### src/rtl/i2cflag_pkg.sv
`timescale 1ns/1ps
package i2cflag_pkg;

   // bus engine strobes, one bit each
   typedef struct packed {
      logic start;
      logic stop;
      logic byte_end;
      logic ack_done;
      logic addr_done;
      logic addr_match;
      logic gen_call;
      logic arb_lost;
      logic bus_err;
      logic hdr_sent;
   } bus_ev_t;

   localparam int unsigned BUS_EV_W = $bits(bus_ev_t);

   // cpu access strobes
   typedef struct packed {
      logic rd_status;
      logic rd_data;
      logic wr_data;
   } cpu_acc_t;

   // flag slot positions inside the bank vector
   localparam int unsigned FL_DONE   = 0;
   localparam int unsigned FL_TX     = 1;
   localparam int unsigned FL_BUSY   = 2;
   localparam int unsigned FL_HIT    = 3;
   localparam int unsigned FL_MASTER = 4;
   localparam int unsigned FL_HDR10  = 5;
   localparam int unsigned FLAG_N    = 6;

   function automatic logic any_bus_ev(input bus_ev_t e);
      return |e;
   endfunction

endpackage

### src/rtl/i2cflag_cell.sv
`timescale 1ns/1ps
// one flag bit: kill beats set, set beats clear
module i2cflag_cell (
   input  logic clk,
   input  logic rst_n,
   input  logic kill,
   input  logic set,
   input  logic set_val,
   input  logic clr,
   output logic q
);
   always_ff @(posedge clk or negedge rst_n) begin
      if (!rst_n) begin
         q <= 1'b0;
      end else if (kill) begin
         q <= 1'b0;
      end else if (set) begin
         q <= set_val;
      end else if (clr) begin
         q <= 1'b0;
      end
   end
endmodule

### src/rtl/i2cflag_seq.sv
`timescale 1ns/1ps
// tracks the byte in flight and the status-read/data-access release sequence
module i2cflag_seq
   import i2cflag_pkg::*;
(
   input  logic     clk,
   input  logic     rst_n,
   input  logic     en,
   input  bus_ev_t  ev,
   input  logic     byte_tx,
   input  logic     byte_addr,
   input  logic     ack_en,
   input  logic     master_q,
   input  cpu_acc_t acc,
   input  logic     done_q,
   input  logic     tx_q,
   output logic     done_set,
   output logic     done_set_tx,
   output logic     done_clr
);
   logic pend_v, pend_tx, pend_addr;
   logic armed;
   logic ack_fires, addr_fires, match_acc, other_acc, intervene;

   // byte-in-flight record, captured at byte end, consumed by ack done
   always_ff @(posedge clk or negedge rst_n) begin
      if (!rst_n) begin
         pend_v    <= 1'b0;
         pend_tx   <= 1'b0;
         pend_addr <= 1'b0;
      end else if (!en || ev.stop || ev.arb_lost) begin
         pend_v    <= 1'b0;
         pend_tx   <= 1'b0;
         pend_addr <= 1'b0;
      end else if (ev.byte_end) begin
         pend_v    <= 1'b1;
         pend_tx   <= byte_tx;
         pend_addr <= byte_addr;
      end else if (ev.ack_done) begin
         pend_v    <= 1'b0;
      end
   end

   always_comb begin
      ack_fires   = ev.ack_done && pend_v && !pend_addr && (pend_tx || ack_en);
      addr_fires  = ev.addr_done && master_q;
      done_set    = ack_fires || addr_fires;
      done_set_tx = addr_fires ? 1'b1 : pend_tx;
      match_acc   = tx_q ? acc.wr_data : acc.rd_data;
      other_acc   = tx_q ? acc.rd_data : acc.wr_data;
      intervene   = any_bus_ev(ev) || other_acc || match_acc;
      done_clr    = armed && match_acc && !any_bus_ev(ev);
   end

   // armed: a status read has been seen while byte done is pending
   always_ff @(posedge clk or negedge rst_n) begin
      if (!rst_n) begin
         armed <= 1'b0;
      end else if (!en) begin
         armed <= 1'b0;
      end else if (acc.rd_status && done_q && !any_bus_ev(ev)) begin
         armed <= 1'b1;
      end else if (intervene) begin
         armed <= 1'b0;
      end
   end
endmodule

### src/rtl/i2cflag_bank.sv
`timescale 1ns/1ps
// computes set/clear terms per flag and holds them in generated cells
module i2cflag_bank
   import i2cflag_pkg::*;
(
   input  logic              clk,
   input  logic              rst_n,
   input  logic              en,
   input  bus_ev_t           ev,
   input  cpu_acc_t          acc,
   input  logic              start_req,
   input  logic              done_set,
   input  logic              done_set_tx,
   input  logic              done_clr,
   output logic [FLAG_N-1:0] flags
);
   logic [FLAG_N-1:0] set_v, val_v, clr_v;

   always_comb begin
      set_v = '0;
      val_v = '1;
      clr_v = '0;

      set_v[FL_DONE]   = done_set;
      clr_v[FL_DONE]   = done_clr;

      set_v[FL_TX]     = done_set;
      val_v[FL_TX]     = done_set_tx;
      clr_v[FL_TX]     = done_clr || ev.stop || ev.arb_lost;

      set_v[FL_BUSY]   = ev.start;
      clr_v[FL_BUSY]   = ev.stop || ev.bus_err;

      set_v[FL_HIT]    = ev.addr_match || ev.gen_call;
      clr_v[FL_HIT]    = acc.rd_status;

      set_v[FL_MASTER] = start_req;
      clr_v[FL_MASTER] = ev.stop || ev.arb_lost;

      set_v[FL_HDR10]  = ev.hdr_sent;
      clr_v[FL_HDR10]  = acc.wr_data;
   end

   for (genvar i = 0; i < FLAG_N; i++) begin : g_cell
      i2cflag_cell u_cell (
         .clk     (clk),
         .rst_n   (rst_n),
         .kill    (!en),
         .set     (set_v[i]),
         .set_val (val_v[i]),
         .clr     (clr_v[i]),
         .q       (flags[i])
      );
   end
endmodule

### src/rtl/i2cflag_ctrl.sv
`timescale 1ns/1ps
module i2cflag_ctrl
   import i2cflag_pkg::*;
#(
   parameter int unsigned IRQ_STAGES = 0
) (
   input  logic clk,
   input  logic rst_n,
   input  logic periph_en,
   input  logic irq_en,
   input  logic ack_en,
   input  logic start_req,
   input  logic rd_status,
   input  logic rd_data,
   input  logic wr_data,
   input  logic ev_start,
   input  logic ev_stop,
   input  logic ev_byte_end,
   input  logic byte_tx,
   input  logic byte_addr,
   input  logic ev_ack_done,
   input  logic ev_addr_done,
   input  logic ev_addr_match,
   input  logic ev_gen_call,
   input  logic ev_arb_lost,
   input  logic ev_bus_err,
   input  logic ev_hdr_sent,
   output logic f_done,
   output logic f_tx,
   output logic f_busy,
   output logic f_addr_hit,
   output logic f_master,
   output logic f_hdr10,
   output logic irq,
   output logic scl_hold
);
   if (IRQ_STAGES > 1) begin : g_bad_irq_stages
      $error("IRQ_STAGES must be 0 or 1");
   end
   if (BUS_EV_W != 10) begin : g_bad_ev_width
      $error("bus event bundle width mismatch");
   end

   bus_ev_t           ev;
   cpu_acc_t          acc;
   logic [FLAG_N-1:0] flags;
   logic              done_set, done_set_tx, done_clr;
   logic              want_irq;

   assign ev = '{start:ev_start, stop:ev_stop, byte_end:ev_byte_end,
                 ack_done:ev_ack_done, addr_done:ev_addr_done,
                 addr_match:ev_addr_match, gen_call:ev_gen_call,
                 arb_lost:ev_arb_lost, bus_err:ev_bus_err,
                 hdr_sent:ev_hdr_sent};
   assign acc = '{rd_status:rd_status, rd_data:rd_data, wr_data:wr_data};

   i2cflag_seq u_seq (
      .clk         (clk),
      .rst_n       (rst_n),
      .en          (periph_en),
      .ev          (ev),
      .byte_tx     (byte_tx),
      .byte_addr   (byte_addr),
      .ack_en      (ack_en),
      .master_q    (flags[FL_MASTER]),
      .acc         (acc),
      .done_q      (flags[FL_DONE]),
      .tx_q        (flags[FL_TX]),
      .done_set    (done_set),
      .done_set_tx (done_set_tx),
      .done_clr    (done_clr)
   );

   i2cflag_bank u_bank (
      .clk         (clk),
      .rst_n       (rst_n),
      .en          (periph_en),
      .ev          (ev),
      .acc         (acc),
      .start_req   (start_req),
      .done_set    (done_set),
      .done_set_tx (done_set_tx),
      .done_clr    (done_clr),
      .flags       (flags)
   );

   assign f_done     = flags[FL_DONE];
   assign f_tx       = flags[FL_TX];
   assign f_busy     = flags[FL_BUSY];
   assign f_addr_hit = flags[FL_HIT];
   assign f_master   = flags[FL_MASTER];
   assign f_hdr10    = flags[FL_HDR10];

   assign scl_hold = flags[FL_DONE] | flags[FL_HIT];
   assign want_irq = irq_en & scl_hold;

   if (IRQ_STAGES == 0) begin : g_irq_comb
      assign irq = want_irq;
   end else begin : g_irq_reg
      logic irq_q;
      always_ff @(posedge clk or negedge rst_n) begin
         if (!rst_n) irq_q <= 1'b0;
         else        irq_q <= want_irq && periph_en;
      end
      assign irq = irq_q;
   end
endmodule

### config.mk
export PLATFORM = sky130hd
export DESIGN_NAME = i2cflag_ctrl
export DESIGN_NICKNAME = d
export VERILOG_FILES = /design/src/rtl/i2cflag_pkg.sv /design/src/rtl/i2cflag_cell.sv /design/src/rtl/i2cflag_seq.sv /design/src/rtl/i2cflag_bank.sv /design/src/rtl/i2cflag_ctrl.sv
export SDC_FILE = /design/constraint.sdc
export NUM_CORES = 1
export LEC_CHECK = 0
export BUFFER_PORTS_ARGS = -buffer_cell sky130_fd_sc_hd__buf_2
export CAP_MARGIN = 20
export CELL_PAD_IN_SITES_DETAIL_PLACEMENT = 0
export CELL_PAD_IN_SITES_GLOBAL_PLACEMENT = 2
export CORE_ASPECT_RATIO = 1.75
export CORE_MARGIN = 4
export CORE_UTILIZATION = 23
export CTS_CLUSTER_DIAMETER = 30
export CTS_CLUSTER_SIZE = 30
export DETAILED_ROUTE_END_ITERATION = 10
export PLACE_DENSITY_LB_ADDON = 0.1
export SYNTH_ARGS = -nofsm -noshare
export SYNTH_HDL_FRONTEND = slang
export SYNTH_SLANG_ARGS = --single-unit
### constraint.sdc
create_clock -name clk -period 1.5 [get_ports clk]
set_input_delay 0.075 -clock clk [delete_from_list [all_inputs] [get_ports clk]]
set_output_delay 0.075 -clock clk [all_outputs]
set_load 0.05 [all_outputs]
# Word level (Yosys, flattened, before mapping)
# Index checks and enable logic that the tools add are counted.
# totals
regBits,10
in_bits,21
out_inout_bits,8
word_cells,75
# op_classes
n_eq_ne,7
muxes,31
n_bitwise,2
reduce_logical,25
# op_table
operator,n
two-way mux 1 bit,31
"inequality test 3 x 1 -> 1 bit, second input constant",7
logical OR 1 bit,11
OR reduction 10 bit,1
logical AND 1 bit,8
logical NOT 1 bit,3
nonzero test 3 bit,1
nonzero test 2 bit,1
bitwise AND 1 bit,1
OR 1 bit,1

# Logic depth before layout (Yosys ltp)
# depth
word_depth,8
ltp_mapped,4
mapped_depth_nobuf,3

# By module
# Synthesis repeated with hierarchy kept, for this count alone.
# hier_totals
hier_cells,57
area_unflattened_um2,531.8
# by_module_without_submodules
module,n_inst,cells_per_inst,area_per_inst_um2,seq_area_each_um2
i2cflag_cell,6,4,42.5,25.0
i2cflag_seq,1,25,230.2,100.1
i2cflag_bank,1,6,32.5,0.0
i2cflag_ctrl,1,2,13.8,0.0

# Least setup slack after synthesis
# No wires, ideal clock.
# synth_timing
path_kind,register to output
startpoint,reg u_bank.g_cell[0].u_cell.q
endpoint,out irq
arrival_ns,1.476
t_required_ns,1.425
slack_ns,-0.051
stages_incl_launch_ff,3
path_buffers,0
cell_sequence,dfrtp_1 -> or2_2 -> and2_1
# synth_between
elab_chain_len,2
# synth_lines
element,line,rtl
from (decl),i2cflag_cell.sv:10,output logic q
from (signal assigned),i2cflag_cell.sv:18,q <= set_val;
OR 1 bit,i2cflag_ctrl.sv:94,assign scl_hold = flags[FL_DONE] | flags[FL_HIT];
via scl_hold,i2cflag_ctrl.sv:35,output logic scl_hold
bitwise AND 1 bit,i2cflag_ctrl.sv:95,assign want_irq = irq_en & scl_hold;
to (decl),i2cflag_ctrl.sv:34,"output logic irq,"
# The timed path passes the listed nets, and every way through them passes these cells.

# Final worst setup path
# layout_timing
startpoint,reg u_bank.g_cell[0].u_cell.q
endpoint,out irq
# layout_between
elab_chain_len,2
# layout_lines
element,line
OR 1 bit,i2cflag_ctrl.sv:94
bitwise AND 1 bit,i2cflag_ctrl.sv:95
# No other way between the ends.

==> results_dict.tcl <==
set metrics [dict create \
    outcome "complete, no violations" \
    synth_warnings 0 \
    fmax_mhz 705.9 \
    num-nets-final 104 \
    clk_root_buffer_cell "clkbuf_4" \
    dpl.hpwl_um 1173 \
    synth.avg_cell_area_um2 10.46 \
    worst_pin_slew_ps 323.8 \
    vias 499 \
    design_area_um2 737.0 \
    final.setup.tns_ps 0 \
    die_h_um 71.08 \
    max-slew-margin-rel_pct 78.23 \
    clk_latency_ps 260 \
    rsz0062_at_grt "false" \
    drc_errors 0 \
    firstDrtPassIters 2 \
    crit_path_end_kind "output pin" \
    cts.reportedPaths.clkPinSlew_ps 70 \
    grt_max_degree 11 \
    syn-num-nets 71 \
    setup_viol 0 \
    powerDensity_nw_per_um2 931.3 \
    drv_cap 0 \
    min_period_over_period_pct 94.44 \
    ys_seq_area_share_pct 47.85 \
    die_w_um 44.05 \
    cp.required_ps 1420 \
    cts_tree "done" \
    antenna_found_initial 0 \
    fin_crit_ps 1417 \
    syn-cell-area_um2 523.0 \
    postSynthCellCount 50 \
    wirelength_um 1404 \
    gp_congestion 0.6731 \
    critical_path_class "reg -> out" \
    overflow 0 \
    antenna_left 0 \
    finalHoldViolCount 0 \
    clock_sinks 10 \
    via_per_inst 4.708 \
    grtUsageTotal_pct 10.34 \
    syn_to_final_growth_pct 40.91 \
    grt_pass1_vias 531 \
    num_antenna_cells 0 \
    clockBufferDepth 2 \
    dieArea_um2 3131 \
    synth.area.top_cells "dfrtp_1 (48%), mux2i_1 (5.7%), nor2_1 (5.0%), or4_4 (4.3%), nor4_4 (4.1%)" \
    cts_made_buffers 3 \
    pin_count 29 \
    drt_iter0_markers 6 \
    irDropWorstVdd_uv 403.0 \
    holdWs_ps 41.85 \
    layout-drive-gt1-share_pct 47.56 \
    synth-seq-cells 10 \
    maxSlewViolCount 0 \
    leakagePower_uw 0.0003677 \
    rows 22 \
    place_area_um2 690.7 \
    start_kind "register" \
    wl_per_cell_um 13.25 \
    yosysTopAreaCell "dfrtp_1" \
    yosysUniqueCellTypes 23 \
    htreeDepth 1 \
    grt_pass1_wl_um 2463 \
    synth_top_area_share_pct 47.85 \
    worstPathArrival_ps 1340 \
    port_buffers 28 \
    fin_skew_ps 3.500 \
    hp-class "in -> reg" \
    core_um2 2147 \
    utilization_pct 34.32 \
    initial_core_util_pct 24.36 \
    path_max_fanout 4 \
]
==> what timing repair did <==
action | in CTS | in global routing
endpoints found under the hold margin | 10 | 0
setup buffers | 0 | 0
resized for setup | 0 | 0
hold buffers | 1 | 0
==> cell usage after synthesis <==
library cell  number
a21oi_1            2
a22o_1             2
o31ai_1            2
a21bo_2            1
clkbuf_1           1
or3b_2             1
nor3b_1            1
and2_1             1
and3_1             1
or2_2              1
or4_4              2
dfrtp_1           10
nor2_1             7
o31a_1             1
inv_1              1
o21a_1             1
o2bb2ai_1          1
nor2b_1            3
nand2_1            5
nand4b_1           1
nor4_1             1
nor4_4             1
mux2i_1            3
==> worst max-delay path: stages (launching register included) <==
cell and delay, ps:
dfrtp_1 410, or2_2 280, and2_2 180, buf_2 200
==> metrics by stage <==
step | worst slack (ps) | total power [uW] | cells
finish | 83.42 | 686.3 | 106
global route | 27.60 | 725.1 | 106
CTS | 63.86 | 698.2 | 106
detailed placement | 216.1 | 445.2 | 101
global placement | 233.3 | 445.8 | 101
floorplan | 36.51 | 382.6 | 50
==> placed cells by master (no fill, tap or decap), types with 2 or more instances in the layout <==
cell and count:
nor2_1 7, a21oi_1 2, buf_2 28, nand2_1 5
o31ai_1 2, mux2i_1 3, nor2b_1 3, a22o_1 2
dfrtp_1 10, clkbuf_4 3, or4_4 2
==> area by class of cell <==
class                   count  area [um^2]
repair buffers             29        150.1
inverters                   1        3.754
flip-flops and latches     10        250.2
multi-input cells          38        266.5
fillers                   252         1410
clock buffers               4        36.28
well taps                  24        30.03
==> registers in the layout, summed over array words and instances, names as in the netlist <==
name and cells:
u_bank.g_cell.u_cell.q 6, u_seq.armed 1, u_seq.pend_addr 1, u_seq.pend_tx 1, u_seq.pend_v 1
==> power breakdown <==
part / internal [uW] / switching, uW
combinational: 52.4 / 97.7
sequential: 281 / 8.02
clock: 147 / 100
==> kinds of logic (layout without fill, tap and decap cells) <==
family                 Yosys count  in the layout  share of synthesized area [%]
AOI/OAI and AO/OA               10             10                          14.83
buffers and inverters            2             34                          1.434
DFF                             10             10                          47.85
muxes                            3              3                          5.742
and+or+nand+nor                 25             25                          30.15
==> path summary, 6_finish.rpt <==
path,from,endpoint,slack [ps],depth (start not counted)
setup / recovery,u_bank.g_cell[0].u_cell.q$_DFFE_PN0P_,irq,80,3
max in group asynchronous,rst_n,u_bank.g_cell[2].u_cell.q$_DFFE_PN0P_,1100,2
hold reg to reg,u_bank.g_cell[2].u_cell.q$_DFFE_PN0P_,u_bank.g_cell[2].u_cell.q$_DFFE_PN0P_,540,2
setup reg to reg,u_seq.armed$_DFFE_PN0P_,u_bank.g_cell[1].u_cell.q$_DFFE_PN0P_,300,3
hold / removal,start_req,u_bank.g_cell[4].u_cell.q$_DFFE_PN0P_,40,2
min in group asynchronous,rst_n,u_bank.g_cell[3].u_cell.q$_DFFE_PN0P_,200,2
==> per-layer routing <==
layer  global-route usage [%]  vias to the layer above  wire [um]
li1                         -                      246          -
met1                    12.68                      232        550
met2                    17.21                       21        725
met3                    2.036                        0        128
met4                    4.027                        0          0
met5                        0                        -          0
Note: power is estimated with default switching activity, not from simulation.
